===== src/rtl/fsel_pkg.sv =====
package fsel_pkg;

    localparam int DIV_W = 4;

    typedef struct packed {
        logic [DIV_W-1:0] cpu;
        logic [DIV_W-1:0] mid;
        logic [DIV_W-1:0] pci;
    } ratio_t;

    typedef struct packed {
        logic   ok;
        ratio_t r;
    } ratio_res_t;

    localparam ratio_t RATIO_RST = '{cpu: 4'd2, mid: 4'd4, pci: 4'd8};

endpackage


===== src/rtl/fsel_strap_latch.sv =====
module fsel_strap_latch #(
    parameter int FS_W = 5
) (
    input  logic            clk,
    input  logic            rst_n,
    input  logic            pwr_good,
    input  logic [FS_W-1:0] fs_strap,
    input  logic            cur_strap,
    input  logic            wd_strap,
    input  logic            pd_pin_n,
    output logic [FS_W-1:0] fs_lat,
    output logic [FS_W-1:0] fs_nxt,
    output logic            cur_lat,
    output logic            wd_lat,
    output logic            armed,
    output logic            pg_rise,
    output logic            power_down
);

    typedef struct packed {
        logic            pg;
        logic            armed;
        logic [FS_W-1:0] fs;
        logic            cur;
        logic            wd;
    } st_t;

    st_t s_d, s_q;

    assign pg_rise = pwr_good & ~s_q.pg;

    always_comb begin
        s_d    = s_q;
        s_d.pg = pwr_good;
        if (pg_rise) begin
            s_d.armed = 1'b1;
            s_d.fs    = fs_strap;
            s_d.cur   = cur_strap;
            s_d.wd    = wd_strap;
        end
    end

    always_ff @(posedge clk) begin
        if (!rst_n) s_q <= '0;
        else        s_q <= s_d;
    end

    assign fs_lat     = s_q.fs;
    assign fs_nxt     = s_d.fs;
    assign cur_lat    = s_q.cur;
    assign wd_lat     = s_q.wd;
    assign armed      = s_q.armed;
    assign power_down = s_q.armed & ~pd_pin_n;

endmodule


===== src/rtl/fsel_ratio_decode.sv =====
module fsel_ratio_decode
    import fsel_pkg::*;
#(
    parameter int SEL_W = 3
) (
    input  logic [SEL_W-1:0] sel,
    output ratio_res_t       res
);

    always_comb begin
        res    = '0;
        res.ok = 1'b1;
        case (sel)
            3'd0:    res.r = '{cpu: 4'd2, mid: 4'd4, pci: 4'd8};
            3'd1:    res.r = '{cpu: 4'd2, mid: 4'd5, pci: 4'd10};
            3'd2:    res.r = '{cpu: 4'd2, mid: 4'd6, pci: 4'd12};
            3'd3:    res.r = '{cpu: 4'd3, mid: 4'd6, pci: 4'd12};
            3'd4:    res.r = '{cpu: 4'd4, mid: 4'd4, pci: 4'd8};
            3'd5:    res.r = '{cpu: 4'd4, mid: 4'd6, pci: 4'd12};
            3'd6:    res.r = '{cpu: 4'd6, mid: 4'd6, pci: 4'd12};
            default: res.ok = 1'b0;
        endcase
    end

endmodule


===== src/rtl/fsel_ctrl.sv =====
module fsel_ctrl
    import fsel_pkg::*;
#(
    parameter int CODE_W  = 5,
    parameter int ADDR_W  = 4,
    parameter int DATA_W  = 8,
    parameter int NUM_CPU = 3,
    parameter int NUM_PCI = 7
) (
    input  logic               clk,
    input  logic               rst_n,
    input  logic               pwr_good,
    input  logic [CODE_W-1:0]  fs_strap,
    input  logic               cur_strap,
    input  logic               wd_strap,
    input  logic               pd_pin_n,
    input  logic               wd_timeout,
    input  logic               reg_wr,
    input  logic [ADDR_W-1:0]  reg_addr,
    input  logic [DATA_W-1:0]  reg_wdata,
    input  logic [ADDR_W-1:0]  rd_addr,
    output logic [DATA_W-1:0]  rd_data,
    output logic [CODE_W-1:0]  active_code,
    output logic               code_upd,
    output logic               spread_en,
    output logic               stepless_en,
    output logic [DIV_W-1:0]   cpu_div,
    output logic [DIV_W-1:0]   mid_div,
    output logic [DIV_W-1:0]   pci_div,
    output logic               ratio_err,
    output logic               power_down,
    output logic [NUM_CPU-1:0] cpu_clk_en,
    output logic [NUM_PCI-1:0] pci_clk_en
);

    localparam int SEL_W     = 3;
    localparam int MSB       = DATA_W - 1;
    localparam int SW_LSB    = 2;
    localparam int SWEN_BIT  = 1;
    localparam int SAFE_BIT  = 0;
    localparam int WDL_BIT   = 6;
    localparam int RSEL_LSB  = 3;
    localparam logic [ADDR_W-1:0] A_FSEL = ADDR_W'(0);
    localparam logic [ADDR_W-1:0] A_CPU  = ADDR_W'(1);
    localparam logic [ADDR_W-1:0] A_PCI  = ADDR_W'(2);
    localparam logic [ADDR_W-1:0] A_WDOG = ADDR_W'(5);
    localparam logic [ADDR_W-1:0] A_DIV  = ADDR_W'(10);

    typedef struct packed {
        logic [CODE_W-1:0]  active;
        logic               upd;
        logic [CODE_W-1:0]  sw_code;
        logic               sw_en;
        logic               safe_en;
        logic               spread;
        logic [CODE_W-1:0]  safe_code;
        logic               stepless;
        logic [SEL_W-1:0]   rsel;
        logic               err;
        ratio_t             ratio;
        logic [NUM_CPU-1:0] cpu_en;
        logic [NUM_PCI-1:0] pci_en;
    } st_t;

    st_t s_d, s_q;

    logic [CODE_W-1:0] fs_lat, fs_nxt;
    logic              cur_lat, wd_lat, armed, pg_rise;
    ratio_res_t        wr_ratio;

    fsel_strap_latch #(.FS_W(CODE_W)) u_straps (
        .clk        (clk),
        .rst_n      (rst_n),
        .pwr_good   (pwr_good),
        .fs_strap   (fs_strap),
        .cur_strap  (cur_strap),
        .wd_strap   (wd_strap),
        .pd_pin_n   (pd_pin_n),
        .fs_lat     (fs_lat),
        .fs_nxt     (fs_nxt),
        .cur_lat    (cur_lat),
        .wd_lat     (wd_lat),
        .armed      (armed),
        .pg_rise    (pg_rise),
        .power_down (power_down)
    );

    fsel_ratio_decode #(.SEL_W(SEL_W)) u_ratio (
        .sel (reg_wdata[RSEL_LSB +: SEL_W]),
        .res (wr_ratio)
    );

    always_comb begin
        s_d = s_q;
        if (reg_wr) begin
            case (reg_addr)
                A_FSEL: begin
                    s_d.spread  = reg_wdata[MSB];
                    s_d.sw_code = reg_wdata[SW_LSB +: CODE_W];
                    s_d.sw_en   = reg_wdata[SWEN_BIT];
                    s_d.safe_en = reg_wdata[SAFE_BIT];
                end
                A_CPU:  s_d.cpu_en    = reg_wdata[MSB -: NUM_CPU];
                A_PCI:  s_d.pci_en    = reg_wdata[0 +: NUM_PCI];
                A_WDOG: s_d.safe_code = reg_wdata[0 +: CODE_W];
                A_DIV: begin
                    s_d.stepless = reg_wdata[MSB];
                    s_d.rsel     = reg_wdata[RSEL_LSB +: SEL_W];
                    if (wr_ratio.ok) s_d.ratio = wr_ratio.r;
                end
                default: ;
            endcase
        end
        if (wd_timeout) begin
            s_d.stepless = 1'b0;
            if (s_d.safe_en) begin
                s_d.sw_code = s_d.safe_code;
                s_d.sw_en   = 1'b1;
            end else begin
                s_d.sw_en   = 1'b0;
            end
        end
        s_d.err    = &s_d.rsel;
        s_d.active = s_d.sw_en ? s_d.sw_code : fs_nxt;
        s_d.upd    = (s_d.active != s_q.active);
    end

    always_ff @(posedge clk) begin
        if (!rst_n) begin
            s_q        <= '0;
            s_q.ratio  <= RATIO_RST;
            s_q.cpu_en <= '1;
            s_q.pci_en <= '1;
        end else begin
            s_q <= s_d;
        end
    end

    always_comb begin
        rd_data = '0;
        case (rd_addr)
            A_FSEL: begin
                rd_data[MSB]                = s_q.spread;
                rd_data[SW_LSB +: CODE_W]   = s_q.sw_code;
                rd_data[SWEN_BIT]           = s_q.sw_en;
                rd_data[SAFE_BIT]           = s_q.safe_en;
            end
            A_CPU: begin
                rd_data[MSB -: NUM_CPU]     = s_q.cpu_en;
                rd_data[0 +: CODE_W]        = fs_lat;
            end
            A_PCI: begin
                rd_data[MSB]                = cur_lat;
                rd_data[0 +: NUM_PCI]       = s_q.pci_en;
            end
            A_WDOG: begin
                rd_data[WDL_BIT]            = wd_lat;
                rd_data[0 +: CODE_W]        = s_q.safe_code;
            end
            A_DIV: begin
                rd_data[MSB]                = s_q.stepless;
                rd_data[RSEL_LSB +: SEL_W]  = s_q.rsel;
            end
            default: ;
        endcase
    end

    assign active_code = s_q.active;
    assign code_upd    = s_q.upd;
    assign spread_en   = s_q.spread;
    assign stepless_en = s_q.stepless;
    assign cpu_div     = s_q.ratio.cpu;
    assign mid_div     = s_q.ratio.mid;
    assign pci_div     = s_q.ratio.pci;
    assign ratio_err   = s_q.err;
    assign cpu_clk_en  = s_q.cpu_en;
    assign pci_clk_en  = s_q.pci_en;

endmodule


===== config.mk =====
export PLATFORM = sky130hd
export DESIGN_NAME = fsel_ctrl
export DESIGN_NICKNAME = d
export VERILOG_FILES = /design/src/rtl/fsel_pkg.sv /design/src/rtl/fsel_strap_latch.sv /design/src/rtl/fsel_ratio_decode.sv /design/src/rtl/fsel_ctrl.sv
export SDC_FILE = /design/constraint.sdc
export NUM_CORES = 1
export LEC_CHECK = 0
export BUFFER_PORTS_ARGS = -buffer_cell sky130_fd_sc_hd__buf_4
export CAP_MARGIN = 40
export CORE_MARGIN = 5
export CORE_UTILIZATION = 52
export DETAILED_ROUTE_END_ITERATION = 6
export GPL_TIMING_DRIVEN = 0
export PLACE_DENSITY_LB_ADDON = 0.08
export SLEW_MARGIN = 10
export SYNTH_ARGS = -nofsm -noshare
export SYNTH_HDL_FRONTEND = slang
export SYNTH_SLANG_ARGS = --single-unit

===== constraint.sdc =====
create_clock -name clk -period 2.5 [get_ports clk]
set_clock_uncertainty 0.15 [all_clocks]
set_input_delay 0.5 -clock clk [delete_from_list [all_inputs] [get_ports clk]]
set_output_delay 0.5 -clock clk [all_outputs]
set_load 0.05 [all_outputs]

==> summary.txt <==
Outcome
  – Status: complete, no violations

Logic synthesis
  – Yosys top cell area share: 0.4021
  – Most common cell in the netlist: dfxtp_1
  – Post-Synth Adder-Cell Area: 0
  – Synth area leader: dfxtp_1
  – Syn_area_per_cell: a little under 9 µm²
  – Synth top area cells: dfxtp_1 40%, mux2i_1 11%, buf_4 8.3%, nor2_1 5.7%, a22oi_1 4.9%
  – YS warnings: 0
  – Post-Syn Instances: 278
  – Register area share after synthesis: 0.4021
  – Mux contribution to synthesized area: 0.1215
  – Compound-Gate Fraction of Synth Area: 0.1287
  – Distinct cell type count after synthesis: between 40 and 50
  – Mapped cell area: ~0.0024 mm²
  – Asr flop ratio synth: 0
  – Synth Area in Simple Gates: 0.2226
  – Primary FF master, synth: dfxtp_1
  – Commonest cells in the netlist: 49 x dfxtp_1, 37 x nor2_1, 32 x nand2_1
  – Largest family of logic cells by synthesized area: simple AND/OR/NAND/NOR gates
  – Flops & latches, synth: between 40 and 50
  – Post-Synth XOR/XNOR Area: 0.01795
  – Post-synth EDFFs: 0

Floorplanning
  – Rows: 25
  – Chip Width: just under 80 µm
  – Io pins: just under 70
  – Initial core utilization: 0.5270
  – Core Box Area: around 0.0046 mm²
  – Die span in y: 78.50 µm
  – Die area: between 0.006 and 0.007 mm²

Route
  – Final ANT Viol Nets: 0
  – DR vias: roughly 2200
  – Post-route DRC: 0
  – Avg WL per Cell: between 15 and 20 µm
  – First-iteration detailed-routing DRC count: around 160
  – Drt first pass iters: 4
  – Vias per inst: ~5.5
  – Drt total wl: between 6 and 7 mm

Cells and area
  – Synth-to-layout area growth: 30.36%
  – Multi-input gate area: between 0.001 and 0.0015 mm²
  – # diodes: 0
  – FF/Latch Area: around 980 µm²
  – Non-filler cells, final: 407
  – Layout cells sized above 1: 0.3258
  – Fillers: just under 400
  – # nets final: around 380

Global route
  – Pin count of the biggest net entering global routing: 16
  – Antenna violations before repair: 0
  – First-pass GRT wire length: between 10 and 15 mm
  – Via count of the first global-routing pass: between 2000 and 2500
  – GRT Util Overall: 0.2192
  – Gr ovfl total: 0

Clocking
  – H-tree depth: 2
  – Worst-Skew Late Latency: about 0.31 ns
  – Total CTS buffers: 5
  – Clock net sink count: between 40 and 50
  – CTS tree: done
  – Clk buf depth: 2
  – Hold buffers post-CTS: 0
  – Clock transition at path regs: approximately 0.09 ns
  – CTS root buf: clkbuf_8

Placed design
  – HPWL Detailed: between 4 and 5 mm
  – Dpl cells: roughly 400
  – Final GP Congestion: between 0.8 and 0.9
  – Place WS: -0.3079 ns
  – Port-buffer cells: just over 60

Pwr
  – Tot Pwr: roughly 0.0017 W
  – Maximum vdd drop: 0.3635 mV
  – P per Cell Area: approximately 540 mW/mm²
  – Leak pwr: 1.543 nW

STA
  – Max Slew Vio Count: 0
  – WHS: between 0.2 and 0.25 ns
  – Final Hold Fails: 0
  – Worst-Margin Slew: 0.5982 ns
  – Worst setup margin: 0.05950 ns
  – Final setup TNS: 0 ns
  – Rel. slew slack: 0.6012
  – Final period util: 0.9762
  – Final Setup Violations: 0
  – Post-layout min period: 2.441 ns
  – Achievable Freq: around 410 MHz
  – RSZ-0062 raised after global routing: yes

Run
  – Max Cap Viol: 0

Setup path
  – CP Capture Type: output port
  – Required time of the critical path: ~1.9 ns
  – Crit Path Class: input pin to output port
  – R2r startpoint: s_q[33]
  – CP max FO: 8
  – Worst Setup SP: rd_addr[0]
  – Critical Path AT: 1.79 ns
  – Startpoint Class: input pin

Hold path
  – Hold Path Origin: wd_timeout
  – Worst Hold Class: input pin to register
area by class of cell:
type,count,area share
flip-flops and latches,49,0.3084
clock inverters,2,0.01180
inverters,4,0.004721
multi-input cells,190,0.3997
well taps,54,0.02124
plain buffers,37,0.07632
clock buffers,6,0.02596
repair buffers,65,0.1518
final timing paths:
kind              depth (start not counted)     endpoint  slack (ns)
hold reg to reg                           2   cpu_div[1]        0.33
hold / removal                            2  stepless_en        0.24
setup / recovery                          5   rd_data[4]        0.06
setup reg to reg                          7     code_upd        0.23
worst max-delay path: stages:
cell      delay (ns)
buf_4           0.14
nor4b_4         0.57
a222oi_1        0.23
nand2_1         0.13
buf_4           0.20
layer usage:
layer / up-vias / part of all wire / global-route usage
met5: - / 0 / 0
met4: 0 / 0.022 / 0.09441
met3: 13 / 0.063 / 0.04931
li1: 1090 / - / -
met2: 72 / 0.47 / 0.3506
met1: 1053 / 0.44 / 0.2823
placed cells by master, fill, tap and decap left out, drive strengths merged, types with 3 or more instances in the layout:
cell type / instances
a211oi: 4
a21oi: 8
a22oi: 16
and2: 5
buf: 96
clkbuf: 12
conb: 3
dfxtp: 49
inv: 4
mux2i: 27
nand2: 32
nand2b: 3
nand3: 9
nor2: 38
nor2b: 6
nor3: 7
xor2: 4
stage by stage:
step	area (µm²)	util
after detailed placement	3017	0.6516
after global placement	2993	0.6465
after global routing	3181	0.6870
after floorplan	2460	-
final	3181	0.6870
after CTS	3158	0.6822
cells by family after synthesis:
family                 after synthesis
multiplexers                        29
flip-flops                          49
XOR/XNOR                             5
AO/OA/AOI/OAI                       42
buffers and inverters               41
other                                1
AND/OR/NAND/NOR                    111
sequential cells by signal, summed over array words and instances (netlist names):
name,count
s_q,15
pci_clk_en,7
active_code,5
u_straps.fs_lat,5
cpu_clk_en,3
cpu_div,3
pci_div,3
code_upd,1
ratio_err,1
spread_en,1
stepless_en,1
u_straps.armed,1
u_straps.cur_lat,1
u_straps.s_q,1
u_straps.wd_lat,1
what timing repair did:
| action | 4_1_cts | 5_1_grt |
|---|---|---|
| endpoints found under the setup margin | 8 | 5 |
| buffers inserted | 0 | 0 |
| resized for setup | 3 | 3 |
| gates cloned | 0 | 0 |
| pin swaps | 0 | 1 |
power breakdown:
part	total, W	internal (W)	switching [W]
sequential	0.000820	0.000804	0.0000164
combinational	0.000309	0.000119	0.000190
clock	0.000601	0.000325	0.000276
Power figures use the tool's default switching activity.
